==> config.mk <==
export PLATFORM = sky130hd
export DESIGN_NAME = flash_op_status
export DESIGN_NICKNAME = d
export VERILOG_FILES = /design/src/rtl/fst_pkg.sv /design/src/rtl/fst_rd_access.sv /design/src/rtl/fst_guard_timer.sv /design/src/rtl/fst_status_mux.sv /design/src/rtl/flash_op_status.sv
export SDC_FILE = /design/constraint.sdc
export NUM_CORES = 1
export LEC_CHECK = 0
export BUFFER_PORTS_ARGS = -buffer_cell sky130_fd_sc_hd__buf_2
export CORE_ASPECT_RATIO = 0.5
export CORE_UTILIZATION = 30
export CTS_BUF_LIST = sky130_fd_sc_hd__clkbuf_4
export DETAILED_ROUTE_END_ITERATION = 8
export PLACE_DENSITY = 0.53
export SKIP_LAST_GASP = 1
export SYNTH_ARGS = -nofsm -noshare
export SYNTH_HDL_FRONTEND = slang
export SYNTH_SLANG_ARGS = --single-unit
==> constraint.sdc <==
create_clock -name clk -period 3.1 [get_ports clk]
set_clock_uncertainty 0.05 [all_clocks]
set_input_delay 0 -clock clk [delete_from_list [all_inputs] [get_ports clk]]
set_output_delay 0 -clock clk [all_outputs]
set_load 0.05 [all_outputs]
==> src/rtl/fst_pkg.sv <==
package fst_pkg;
    typedef enum logic [1:0] {
        ST_IDLE = 2'd0,
        ST_RUN  = 2'd1,
        ST_FAKE = 2'd2,
        ST_FAIL = 2'd3
    } fst_state_e;

    typedef enum logic {
        OP_PROG  = 1'b0,
        OP_ERASE = 1'b1
    } fst_op_e;
endpackage

==> src/rtl/fst_rd_access.sv <==
module fst_rd_access (
    input  logic clk,
    input  logic rst_n,
    input  logic ce_n,
    input  logic oe_n,
    input  logic we_n,
    output logic rd_en_o,
    output logic access_o
);
    logic prev_d, prev_q;

    always_comb begin
        rd_en_o  = !ce_n && !oe_n && we_n;
        prev_d   = rd_en_o;
        access_o = rd_en_o && !prev_q;
    end

    always_ff @(posedge clk or negedge rst_n) begin
        if (!rst_n) prev_q <= 1'b0;
        else        prev_q <= prev_d;
    end

    // an access is only the first cycle of a read
    a_r4_single_access: assert property (@(posedge clk) disable iff (!rst_n)
        access_o |=> !access_o);
endmodule

==> src/rtl/fst_guard_timer.sv <==
module fst_guard_timer #(
    parameter int SHORT_CYC = 20,
    parameter int LONG_CYC  = 1000,
    parameter int CW        = $clog2(LONG_CYC + 1)
) (
    input  logic clk,
    input  logic rst_n,
    input  logic load_i,
    input  logic long_i,
    output logic expire_o
);
    localparam logic [CW-1:0] SHORT_V = CW'(SHORT_CYC);
    localparam logic [CW-1:0] LONG_V  = CW'(LONG_CYC);

    logic [CW-1:0] cnt_d, cnt_q;

    always_comb begin
        cnt_d = cnt_q;
        if (load_i)              cnt_d = long_i ? LONG_V : SHORT_V;
        else if (cnt_q != '0)    cnt_d = cnt_q - 1'b1;
        expire_o = (cnt_q == CW'(1)) && !load_i;
    end

    always_ff @(posedge clk or negedge rst_n) begin
        if (!rst_n) cnt_q <= '0;
        else        cnt_q <= cnt_d;
    end

    // window never exceeds the long limit
    a_r7_cnt_bound: assert property (@(posedge clk) disable iff (!rst_n)
        cnt_q <= LONG_V);
    a_r6_cnt_moves: assert property (@(posedge clk) disable iff (!rst_n)
        (cnt_q != '0 && !load_i) |=> (cnt_q == $past(cnt_q) - 1'b1));
endmodule

==> src/rtl/fst_status_mux.sv <==
module fst_status_mux (
    input  logic       rd_en_i,
    input  logic       show_stat_i,
    input  logic       poll_i,
    input  logic       tog_i,
    input  logic       fail_i,
    input  logic [7:0] arr_i,
    output logic [7:0] dq_o
);
    always_comb begin
        if (!rd_en_i)         dq_o = 8'h00;
        else if (show_stat_i) dq_o = {poll_i, tog_i, fail_i, 5'b00000};
        else                  dq_o = arr_i;
    end
endmodule

==> src/rtl/flash_op_status.sv <==
module flash_op_status
    import fst_pkg::*;
#(
    parameter int NSECT          = 8,
    parameter int CLK_MHZ        = 10,
    parameter int PROG_GUARD_US  = 2,
    parameter int ERASE_GUARD_US = 100,
    parameter int SW             = (NSECT > 1) ? $clog2(NSECT) : 1
) (
    input  logic             clk,
    input  logic             rst_n,
    input  logic             ce_n,
    input  logic             oe_n,
    input  logic             we_n,
    input  logic             op_start_i,
    input  logic             op_kind_i,
    input  logic [SW-1:0]    sect_i,
    input  logic [NSECT-1:0] erase_sel_i,
    input  logic [NSECT-1:0] sect_prot_i,
    input  logic [7:0]       prog_byte_i,
    input  logic             erase_hold_i,
    input  logic             model_done_i,
    input  logic             model_fail_i,
    input  logic             reset_cmd_i,
    input  logic [7:0]       arr_data_i,
    output logic [7:0]       dq_o,
    output logic             dq_en_o,
    output logic             run_o,
    output logic [NSECT-1:0] erase_mask_o
);
    localparam int PROG_CYC  = CLK_MHZ * PROG_GUARD_US;
    localparam int ERASE_CYC = CLK_MHZ * ERASE_GUARD_US;
    localparam int CW        = $clog2(ERASE_CYC + 1);

    typedef struct packed {
        fst_state_e       st;
        fst_op_e          kind;
        logic             bit7;
        logic             tog;
        logic [NSECT-1:0] mask;
    } ctl_t;

    ctl_t r_d, r_q;

    logic             rd_en, access, expire, load, load_long;
    logic             active, poll;
    logic [NSECT-1:0] live_mask;

    fst_rd_access u_acc (
        .clk      (clk),
        .rst_n    (rst_n),
        .ce_n     (ce_n),
        .oe_n     (oe_n),
        .we_n     (we_n),
        .rd_en_o  (rd_en),
        .access_o (access)
    );

    fst_guard_timer #(
        .SHORT_CYC (PROG_CYC),
        .LONG_CYC  (ERASE_CYC),
        .CW        (CW)
    ) u_tmr (
        .clk      (clk),
        .rst_n    (rst_n),
        .load_i   (load),
        .long_i   (load_long),
        .expire_o (expire)
    );

    always_comb begin
        r_d       = r_q;
        load      = 1'b0;
        load_long = 1'b0;
        live_mask = erase_sel_i & ~sect_prot_i;
        active    = (r_q.st != ST_IDLE) || erase_hold_i;
        if (access && active) r_d.tog = ~r_q.tog;

        unique case (r_q.st)
            ST_IDLE: begin
                if (op_start_i) begin
                    if (op_kind_i == 1'b0) begin
                        r_d.kind = OP_PROG;
                        r_d.bit7 = prog_byte_i[7];
                        if (sect_prot_i[sect_i]) begin
                            r_d.st = ST_FAKE;
                            load   = 1'b1;
                        end else begin
                            r_d.st = ST_RUN;
                        end
                    end else begin
                        r_d.kind = OP_ERASE;
                        r_d.mask = live_mask;
                        if (live_mask == '0) begin
                            r_d.st    = ST_FAKE;
                            load      = 1'b1;
                            load_long = 1'b1;
                        end else begin
                            r_d.st = ST_RUN;
                        end
                    end
                end
            end
            ST_RUN: begin
                if (model_fail_i)      r_d.st = ST_FAIL;
                else if (model_done_i) r_d.st = ST_IDLE;
            end
            ST_FAKE: begin
                if (expire) r_d.st = ST_IDLE;
            end
            ST_FAIL: begin
                if (reset_cmd_i) r_d.st = ST_IDLE;
            end
            default: r_d.st = ST_IDLE;
        endcase

        poll         = (r_q.st != ST_IDLE) && (r_q.kind == OP_PROG) ? ~r_q.bit7 : 1'b0;
        dq_en_o      = rd_en;
        run_o        = (r_q.st == ST_RUN);
        erase_mask_o = r_q.mask;
    end

    always_ff @(posedge clk or negedge rst_n) begin
        if (!rst_n) begin
            r_q <= '{st: ST_IDLE, kind: OP_PROG, bit7: 1'b0, tog: 1'b0, mask: '0};
        end else begin
            r_q <= r_d;
        end
    end

    fst_status_mux u_mux (
        .rd_en_i     (rd_en),
        .show_stat_i (active),
        .poll_i      (poll),
        .tog_i       (r_q.tog),
        .fail_i      (r_q.st == ST_FAIL),
        .arr_i       (arr_data_i),
        .dq_o        (dq_o)
    );

    // toggle flips on an access while status is shown, else holds
    a_r4_toggle_flip: assert property (@(posedge clk) disable iff (!rst_n)
        (access && active) |=> (r_q.tog != $past(r_q.tog)));
    a_r4_toggle_hold: assert property (@(posedge clk) disable iff (!rst_n)
        !access |=> $stable(r_q.tog));
    // failure is sticky until a reset command
    a_r8_fail_sticky: assert property (@(posedge clk) disable iff (!rst_n)
        (r_q.st == ST_FAIL && !reset_cmd_i) |=> (r_q.st == ST_FAIL));
    a_r8_dq5_set: assert property (@(posedge clk) disable iff (!rst_n)
        (rd_en && r_q.st == ST_FAIL) |-> dq_o[5]);
    // no protected sector reaches the erase mask
    a_r9_mask_skip: assert property (@(posedge clk) disable iff (!rst_n)
        (r_q.st == ST_IDLE && op_start_i && op_kind_i) |=>
            ((erase_mask_o & $past(sect_prot_i)) == '0));
    // starts outside idle leave the latched operation alone
    a_r11_no_restart: assert property (@(posedge clk) disable iff (!rst_n)
        (r_q.st != ST_IDLE) |=> ($stable(r_q.kind) && $stable(r_q.bit7) && $stable(erase_mask_o)));
    // fake-busy windows never start the model
    a_r6_fake_no_run: assert property (@(posedge clk) disable iff (!rst_n)
        (r_q.st == ST_FAKE) |-> !run_o);
    // idle reads carry array data
    a_r5_idle_data: assert property (@(posedge clk) disable iff (!rst_n)
        (rd_en && r_q.st == ST_IDLE && !erase_hold_i) |-> (dq_o == arr_data_i));
    // low status bits are always clear
    a_r4_low_zero: assert property (@(posedge clk) disable iff (!rst_n)
        (rd_en && active) |-> (dq_o[4:0] == 5'b00000));
endmodule

### Word-level counts from Yosys, hierarchy flattened

Index checks and enable logic that the tools add are counted.

* output and inout bits: 18
* bits in read-only memories: 0
* bits in latches: 0
* RAM bits: 0
* memories kept: 0
* bits of input ports: 46
* flip-flop bits (word level): 24

* shift operators: 0
* div/mod/pow operators: 0
* add/subtract/negate cells: 1
* multipliers: 0
* magnitude comparators: 1
* mux-type cells: 26
* reduce and logical (&&, ||, !) cells: 20
* equal/unequal tests: 8
* bitwise gates (word level): 6

Operator list (count)
* $mux W10: 3
* $mux W8: 2
* $mux W2: 6
* $mux W1: 11
* $eq A10 B1 Y1 const B: 1
* $reduce_bool A10 Y1: 1
* $sub A10 B1 Y10 const B: 1
* $and A8 B8 Y8: 1
* $logic_not A8 Y1: 1
* $not A8 Y8: 1
* $pmux W2 S4: 1
* $logic_and A1 B1 Y1: 6
* $ne A2 B2 Y1 const B: 3
* $reduce_and A3 Y1: 2
* $eq A2 B2 Y1 const B: 2
* $logic_not A1 Y1: 4
* $lt A3 B4 Y1 const B: 1
* $mux W4: 1
* $not A1 Y1: 4
* $reduce_and A4 Y1: 1
* $reduce_bool A2 Y1: 2
* $bmux W1 S3: 1
* $mux W3: 1
* $ne A3 B3 Y1 const B: 1
* 4 further kinds: 4

### Logic depth before layout (Yosys ltp)

Gate-level depths: netlist of run 1.

* depth in word-level cells: 11
* depth in mapped cells: 7
* mapped depth without buffers: 7

### Cells and area by module

Synthesis of run 1 repeated with hierarchy kept, for this count alone.

* cells, all modules: 159
* area, all modules: 1514.0 sq um

Modules (own cells, without submodules)
* flash_op_status: instances 1, cells each 78, area each 744.5 sq um
* fst_guard_timer: instances 1, cells each 66, area each 633.1 sq um
* fst_status_mux: instances 1, cells each 12, area each 88.8 sq um
* fst_rd_access: instances 1, cells each 3, area each 47.5 sq um

### Worst setup path after synthesis of run 1

Ideal clock, no wire load.

* path kind: reg-to-reg
* start: register r_q[12] (netlist bit)
* end: register r_q[12] (netlist bit)
* path buffers: 1
* arrival: 1.832 ns
* cell stages (with the launch flop): 6
* setup time: 0.127 ns
* required time: 2.923 ns
* path slack: 1.091 ns
* path through: dfrtp_1 buf_2 nor2b_1 nand3b_1 and3_1 o32a_2

RTL lines
* from (decl): line flash_op_status.sv:43 `ctl_t r_d, r_q;`
* from (signal assigned): line flash_op_status.sv:125 `r_q <= '{st: ST_IDLE, kind: OP_PROG, bit7: 1'b0, tog: 1'b0, mask: '0};`
* from (signal assigned): line flash_op_status.sv:127 `r_q <= r_d;`
* $eq A2 B1 Y1 (*)
* via run_o: line flash_op_status.sv:28 `output logic run_o,`
* $ne A3 B3 Y1 (no source line)
* $reduce_and A4 Y1 (no source line)

Mark *: on every way through the listed nets, which the timed path passes. The rest lies on a longest branch.
A chain may end at the register's enable or synchronous reset.

### Worst setup path in the final report of run 1

* start: register r_q[12] (netlist bit)
* end: output dq_o[0]

* word-level cells in the longest chain between the ends: 4

Ends and longest elaborated chain
* $reduce_bool A2 Y1: line flash_op_status.sv:76 `active = (r_q.st != ST_IDLE) || erase_hold_i;`
* $logic_or A1 B1 Y1: line flash_op_status.sv:76
* $mux W8: line fst_status_mux.sv:12 `else if (show_stat_i) dq_o = {poll_i, tog_i, fail_i, 5'b00000};`
* $mux W8: line fst_status_mux.sv:11 `if (!rd_en_i) dq_o = 8'h00;`
* to (decl): line flash_op_status.sv:26 `output logic [7:0] dq_o,`

Every way passes these cells.

==> results.json, run 1 <==
{
  "grt_pass1_vias": 1305,
  "tns_ns": 0,
  "seq_area_frac_synth_pct": 41.5,
  "hold_class": "input port to flip-flop",
  "avgSynthCellArea_um2": 8.93,
  "p_sw_uw": 608,
  "power_density_nw_per_um2": 730,
  "core_area_um2": 4510,
  "finalMaxSlewViolations": 0,
  "syn_inst": 162,
  "first_pass_iters": 4,
  "grt_pass1_wl_um": 5380,
  "die_x_um": 100,
  "peakVddDrop_mv": 0.202,
  "p_int_uw": 832,
  "cts_tree": "yes",
  "min_from": "model_fail_i",
  "slew_headroom_pct": 64.3,
  "synth_area_um2": 1450,
  "numCtsBuffers": 3,
  "post_cts_buffers": 0,
  "gp_congestion": 0.759,
  "worst_slack_ns": 1.07,
  "rsz0062_at_grt": "no",
  "reg2reg_depth": 4,
  "rrSetupSlack_ns": 1.35,
  "hold_viol": 0,
  "area_delta_synth_final_pct": 36.4,
  "grt_usage_pct": 13.4,
  "diodes": 0,
  "period_needed_ns": 2.03,
  "path_clk_slew_ns": 0.14,
  "cts_root_buf": "clkbuf_4",
  "startpoint": "r_q[12]",
  "h-tree-depth": 1,
  "clk_path_buf_depth": 2,
  "dpl_worst_slack_ns": 1.36,
  "critPathArrivalTime_ns": 1.98,
  "drt_iter0_markers": 52,
  "maxCapViolations": 0,
  "drive_gt1_share_pct": 30.1,
  "start_kind": "flip-flop",
  "drc": 0,
  "switching_share_pct": 42.2,
  "timing.rr.end": "erase_mask_o[6]",
  "path_class": "flip-flop to output port",
  "max_freq_mhz": 494,
  "cts_sinks": 24,
  "io_buffer_count": 56,
  "rows": 17,
  "syn_nets": 211,
  "worstMarginPinSlew_ns": 0.535,
  "wirelength_um": 3110,
  "required_ns": 3.05,
  "insertion_delay_ns": 0.32,
  "nets": 279,
  "slowest_delay_ns": 0.49,
  "floorplan.die_area_um2": 5120,
  "pwr-share-seq_pct": 39.7,
  "ctsResizeCount": 0,
  "outcome": "finished, final reports clean",
  "vias": 1311,
  "overflow": 0,
  "synth_cell_type_count": 35,
  "power.leakage_nw": 0.946,
  "cpMaxStageDelayCell": "dfrtp_1",
  "vias_per_cell": 4.44,
  "setup_viol": 0,
  "pin_count": 64,
  "wl_per_cell_um": 10.5,
  "antenna_left": 0,
  "ys_ff_latch": 24,
  "cp-end-kind": "output port",
  "worst-path-max-fanout": 9,
  "initial_core_util_pct": 32.1,
  "grt_max_degree": 25,
  "fin_crit_sh_pct": 65.4,
  "crit_end": "dq_o[0]",
  "die_height_um": 51.1,
  "dp_hpwl_um": 2450,
  "comb_power_share_pct": 44.5,
  "reg2reg_from": "r_q[12]",
  "cp_cell_sequence": "nor3_1 -> and3_1 -> and2_1 -> buf_2",
  "ys_warn_count": 0,
  "clkPwrFrac_pct": 15.8,
  "antenna_found_initial": 0
}
==> synth_stat cells <==
library cell	instances	share of area [%]
dfrtp_1	24	42
nor2_1	19	4.9
nand2_1	18	4.7
buf_4	8	4.2
nand2b_1	8	3.5
nor3_1	8	2.8
and2_1	7	3.0
o21ai_0	7	2.4
o21ai_1	6	2.1
inv_1	5	1.3
xnor2_1	5	3.0
xor2_1	5	3.0
mux2_2	4	3.1
and3_1	3	1.3
buf_2	3	1.0
ha_1	3	2.6
mux2i_1	3	2.1
nand3_1	3	1.0
nor2b_1	3	1.3
a21oi_1	2	0.69
a31oi_1	2	0.86
nand4_1	2	0.86
nor4_1	2	0.86
a221o_1	1	0.69
a22oi_1	1	0.52
clkbuf_1	1	0.26
nand3b_1	1	0.52
nor3_4	1	1.1
nor3b_2	1	0.86
o21a_1	1	0.52
o22ai_2	1	0.86
o311ai_0	1	0.61
o31ai_1	1	0.52
o32a_2	1	0.78
or2_4	1	0.61
==> stage by stage <==
stage | hold WS (ns) | instance area, um^2 | instances | utilization, % | power, mW
4_1_cts | 0.00841 | 1970 | 295 | 43.8 | 1.45
2_1_floorplan | -0.346 | 1450 | 162 | - | 1.11
3_5_place_dp | -0.0306 | 1730 | 272 | 38.4 | 1.21
6_report | 0.00237 | 1970 | 295 | 43.8 | 1.44
3_3_place_gp | -0.0314 | 1730 | 272 | 38.4 | 1.19
5_1_grt | 0.0198 | 1970 | 295 | 43.8 | 1.55
==> cells in the final DEF, fill, tap and decap left out, types with 3 or more instances in the layout <==
| master | netlist | routed |
|---|---|---|
| nor2b_1 | 3 | 3 |
| nand2b_1 | 8 | 8 |
| xnor2_1 | 5 | 5 |
| ha_1 | 3 | 3 |
| and3_1 | 3 | 3 |
| nor3_1 | 8 | 8 |
| and2_1 | 7 | 7 |
| mux2_2 | 4 | 4 |
| dfrtp_1 | 24 | 24 |
| mux2i_1 | 3 | 3 |
| inv_1 | 5 | 5 |
| nor2_1 | 19 | 19 |
| clkbuf_4 | 0 | 3 |
| o21ai_1 | 6 | 6 |
| xor2_1 | 5 | 5 |
| dlygate4sd3_1 | 0 | 19 |
| buf_2 | 3 | 56 |
| o21ai_0 | 7 | 7 |
| nand3_1 | 3 | 3 |
| nand2_1 | 18 | 18 |
==> timing repair <==
action,in CTS,in global routing
hold endpoints to repair,34,0
setup endpoints to repair,0,0
hold buffers,19,0
==> critical path: cells and delay by family, from the launching register on <==
family        cells  cell delay (ns)
buf+inv           1             0.25
flops             1             0.49
simple gates      3             0.91
==> layout make-up <==
type	instances	area, um^2
clock inverter	1	30.0
inverter	5	18.8
sequential	24	601
clock buffer	3	22.5
tap	66	82.6
timing repair buffer	75	470
fill	487	2540
multi-input combinational	121	748
==> registers in the layout, summed over array words and instances (netlist names) <==
name,cells
erase_mask_o,8
u_acc.prev_q,1
r_q,5
u_tmr.cnt_q,10
==> power groups by stage <==
| stage | clock (mW) | sequential [mW] | combinational, mW |
|---|---|---|---|
| 6_report | 0.227 | 0.572 | 0.641 |
| 5_1_grt | 0.241 | 0.590 | 0.721 |
| 4_1_cts | 0.233 | 0.571 | 0.649 |
| 3_5_place_dp | 0 | 0.578 | 0.628 |
| 3_3_place_gp | 0 | 0.573 | 0.620 |
| 2_1_floorplan | 0 | 0.528 | 0.579 |
==> metal layers <==
layer,vias to the layer above,track usage (%),share of wire (%)
met4,0,2.90,0.87
met3,2,3.01,4.7
met5,-,0,0
met1,597,16.3,48
met2,37,24.4,46
li1,675,-,-
==> cell families after synthesis <==
kind of cell	share of synthesized area [%]
AO/OA/AOI/OAI	10.6
XOR/XNOR	6.06
adder cells (fa/ha/maj)	2.60
buffers and inverters	6.75
flip-flops	41.5
multiplexers	5.19
AND/OR/NAND/NOR	27.3
==> how the worst min path moves through the flow <==
| stage | endpoint | cells past startpoint |
|---|---|---|
| final | r_q[11] | 3 |
| after global routing | r_q[11] | 3 |
| after CTS | r_q[11] | 3 |
| after detailed placement | u_tmr.cnt_q[7] | 1 |
| after global placement | u_tmr.cnt_q[5] | 1 |
| after floorplan | erase_mask_o[0] | 0 |
(Power assumes the default switching activity.)
==> inputs of run 2 (changes only) <==
--- a/config.mk
+++ b/config.mk
@@ -5,12 +5,13 @@
 export SDC_FILE = /design/constraint.sdc
 export NUM_CORES = 1
 export LEC_CHECK = 0
+export ABC_AREA = 1
 export BUFFER_PORTS_ARGS = -buffer_cell sky130_fd_sc_hd__buf_2
 export CORE_ASPECT_RATIO = 0.5
 export CORE_UTILIZATION = 30
 export CTS_BUF_LIST = sky130_fd_sc_hd__clkbuf_4
 export DETAILED_ROUTE_END_ITERATION = 8
-export PLACE_DENSITY = 0.53
+export PLACE_DENSITY = 0.52
 export SKIP_LAST_GASP = 1
 export SYNTH_ARGS = -nofsm -noshare
 export SYNTH_HDL_FRONTEND = slang
==> constraint.sdc (replaced) <==
create_clock -name clk -period 1.9 [get_ports clk]
set_clock_uncertainty 0.05 [all_clocks]
set_input_delay 0 -clock clk [delete_from_list [all_inputs] [get_ports clk]]
set_output_delay 0 -clock clk [all_outputs]
set_load 0.05 [all_outputs]
==> run 2 against run 1 <==
Utilization up 0.076 points. Sequential share of layout area shrank 3.6 points. Setup slack worse by 0.94 ns. Wire length rose by 14%. Cell count rose by 23%. Highest routed layer unchanged. Global-route usage up 0.27 points. Die area increased by 14%. Non-clock buffer count increased by 4.
==> results.json, run 2 <==
{
  "overflow": 0,
  "grt_max_degree": 25,
  "maxCapViolations": 0,
  "ys_ff_latch": 24,
  "initial_core_util_pct": 32.4,
  "largest-register": "u_tmr.cnt_q",
  "timing.rr.end": "r_q[9]",
  "yosys-top-cells-count": "nand2_1, nor2_1, dfrtp_1",
  "antenna_left": 0,
  "critPathArrivalTime_ns": 1.93,
  "fin_crit_sh_pct": 93.2,
  "grt_usage_pct": 13.7,
  "worstMarginPinSlew_ns": 0.532,
  "synth_cell_type_count": 33,
  "cts_sinks": 24,
  "first_pass_iters": 4,
  "worst-path-max-fanout": 5,
  "finalMaxSlewViolations": 0,
  "rrSetupSlack_ns": 0.13,
  "antenna_found_initial": 0,
  "synth_edf_count": 0,
  "syn_nets": 269,
  "pin_count": 64,
  "period_needed_ns": 1.77,
  "synth_most_common_cell": "nand2_1",
  "die_height_um": 54.5,
  "gp_congestion": 0.733,
  "slew_headroom_pct": 64.5,
  "synth.area.top_cells": "dfrtp_1, nand2_1, nor2_1",
  "drive_gt1_share_pct": 33.7,
  "path_clk_slew_ns": 0.13,
  "vias_per_cell": 4.25,
  "cts_root_buf": "clkbuf_4",
  "dp_hpwl_um": 2770,
  "synth_top_area_share_pct": 36.3,
  "core_area_um2": 5110,
  "grt_pass1_vias": 1459,
  "ys.flop_type": "dfrtp_1",
  "hold_viol": 0,
  "power.leakage_nw": 1.20,
  "drc": 0,
  "crit_end": "r_q[9]",
  "area_delta_synth_final_pct": 35.5,
  "async_reset_ff_share_pct": 100,
  "max_freq_mhz": 565,
  "rsz0062_at_grt": "yes",
  "seq_area_frac_synth_pct": 36.3,
  "holdWs_ns": 0.0608,
  "peakVddDrop_mv": 0.524,
  "path_class": "flip-flop to flip-flop",
  "outcome": "finished, final reports clean",
  "ys_warn_count": 0,
  "final_common_cell": "nand2_1",
  "avgSynthCellArea_um2": 7.52,
  "rows": 18,
  "numCtsBuffers": 3,
  "reg2reg_depth": 7,
  "cts_tree": "yes",
  "hold_class": "input port to flip-flop",
  "fin_area_um2": 2240,
  "power_density_nw_per_um2": 1190,
  "wirelength_um": 3550,
  "largest_register_ffs": 10,
  "vias": 1548,
  "diodes": 0,
  "startpoint": "r_q[12]",
  "nets": 344,
  "cp-end-kind": "flip-flop",
  "insertion_delay_ns": 0.31,
  "reg2reg_from": "r_q[12]",
  "drt_iter0_markers": 40,
  "setup_viol": 0,
  "clk_path_buf_depth": 2,
  "die_x_um": 107,
  "start_kind": "flip-flop",
  "io_buffer_count": 56,
  "dpl_cell_area_um2": 1950,
  "wl_per_cell_um": 9.76,
  "grt_pass1_wl_um": 6170,
  "required_ns": 2.06,
  "floorplan.die_area_um2": 5830,
  "utilization_pct": 43.8,
  "yosys.area.top_type": "dfrtp_1",
  "synth_area_um2": 1650,
  "h-tree-depth": 1,
  "final_cell_mix": "nand2_1, buf_2, nor2_1, dfrtp_1, inv_1",
  "syn_inst": 220
}
-- run 2: changes by cell type after synthesis, sizes merged, moves of 7 or more --
cell	delta
and2	-7
inv	+27
nor2	+18
nand2b	-8
nand2	+51
nand3	+9
-- run 2: cell families (layout without fill, tap and decap cells) --
group | count (synthesis) | count (layout) | share of synthesized area [%]
flip-flops | 24 | 24 | 36.3
buffers and inverters | 41 | 115 | 11.7
adder cells (fa/ha/maj) | 3 | 3 | 2.27
AND/OR/NAND/NOR | 127 | 127 | 38.2
AO/OA/AOI/OAI | 17 | 17 | 7.26
XOR/XNOR | 8 | 8 | 4.24
-- run 2: stage by stage --
step           power [mW]  worst slack [ns]  cells  TNS, ns
2_1_floorplan        2.06             0.232    220        0
3_3_place_gp         2.23             0.403    337        0
3_5_place_dp         2.25             0.398    337        0
4_1_cts              2.68           0.00894    363        0
5_1_grt              2.92           -0.0478    364  -0.0666
6_report             2.68             0.129    364        0
-- run 2: critical path: stages (launching register included) --
cell and delay, ns:
dfrtp_1 0.44, nor2_2 0.13, inv_2 0.09, nor2_8 0.16, inv_4 0.07, o21ai_1 0.12
nand2_1 0.06, dlygate4sd3_1 0.55
-- run 2: layout make-up --
type	count	area [um^2]
clock buffer	3	22.5
tap	70	87.6
sequential	24	601
multi-input combinational	155	862
clock inverter	1	30.0
fill	528	2870
inverter	32	123
timing repair buffer	79	515
-- run 2: worst min-delay path by stage --
stage / startpoint / endpoint / slack, ns / depth (start not counted)
2_1_floorplan: rst_n / erase_mask_o[0] / -0.35 / 0
3_3_place_gp: rst_n / erase_mask_o[7] / -0.04 / 1
3_5_place_dp: rst_n / erase_mask_o[6] / -0.03 / 1
4_1_cts: we_n / u_acc.prev_q / 0.06 / 3
5_1_grt: we_n / u_acc.prev_q / 0.06 / 3
6_report: we_n / u_acc.prev_q / 0.06 / 3
-- run 2: what timing repair did --
action,4_1_cts,5_1_grt
buffers inserted,0,1
gates resized for setup,0,5
setup endpoints to repair,0,9
hold endpoints to repair,35,0
hold buffers,22,0
-- run 2: per-layer routing --
metal | global-route usage (%) | vias up | share of wire, %
li1 | - | 818 | -
met1 | 16.8 | 694 | 48
met2 | 25.8 | 34 | 49
met3 | 2.14 | 2 | 3.3
met4 | 3.42 | 0 | 0.39
met5 | 0 | - | 0
-- run 2: where the power goes --
part | leakage, nW | switching, mW | internal (mW)
sequential | 0.304 | 0.145 | 0.727
clock | 0.0279 | 0.151 | 0.213
combinational | 0.872 | 0.928 | 0.511
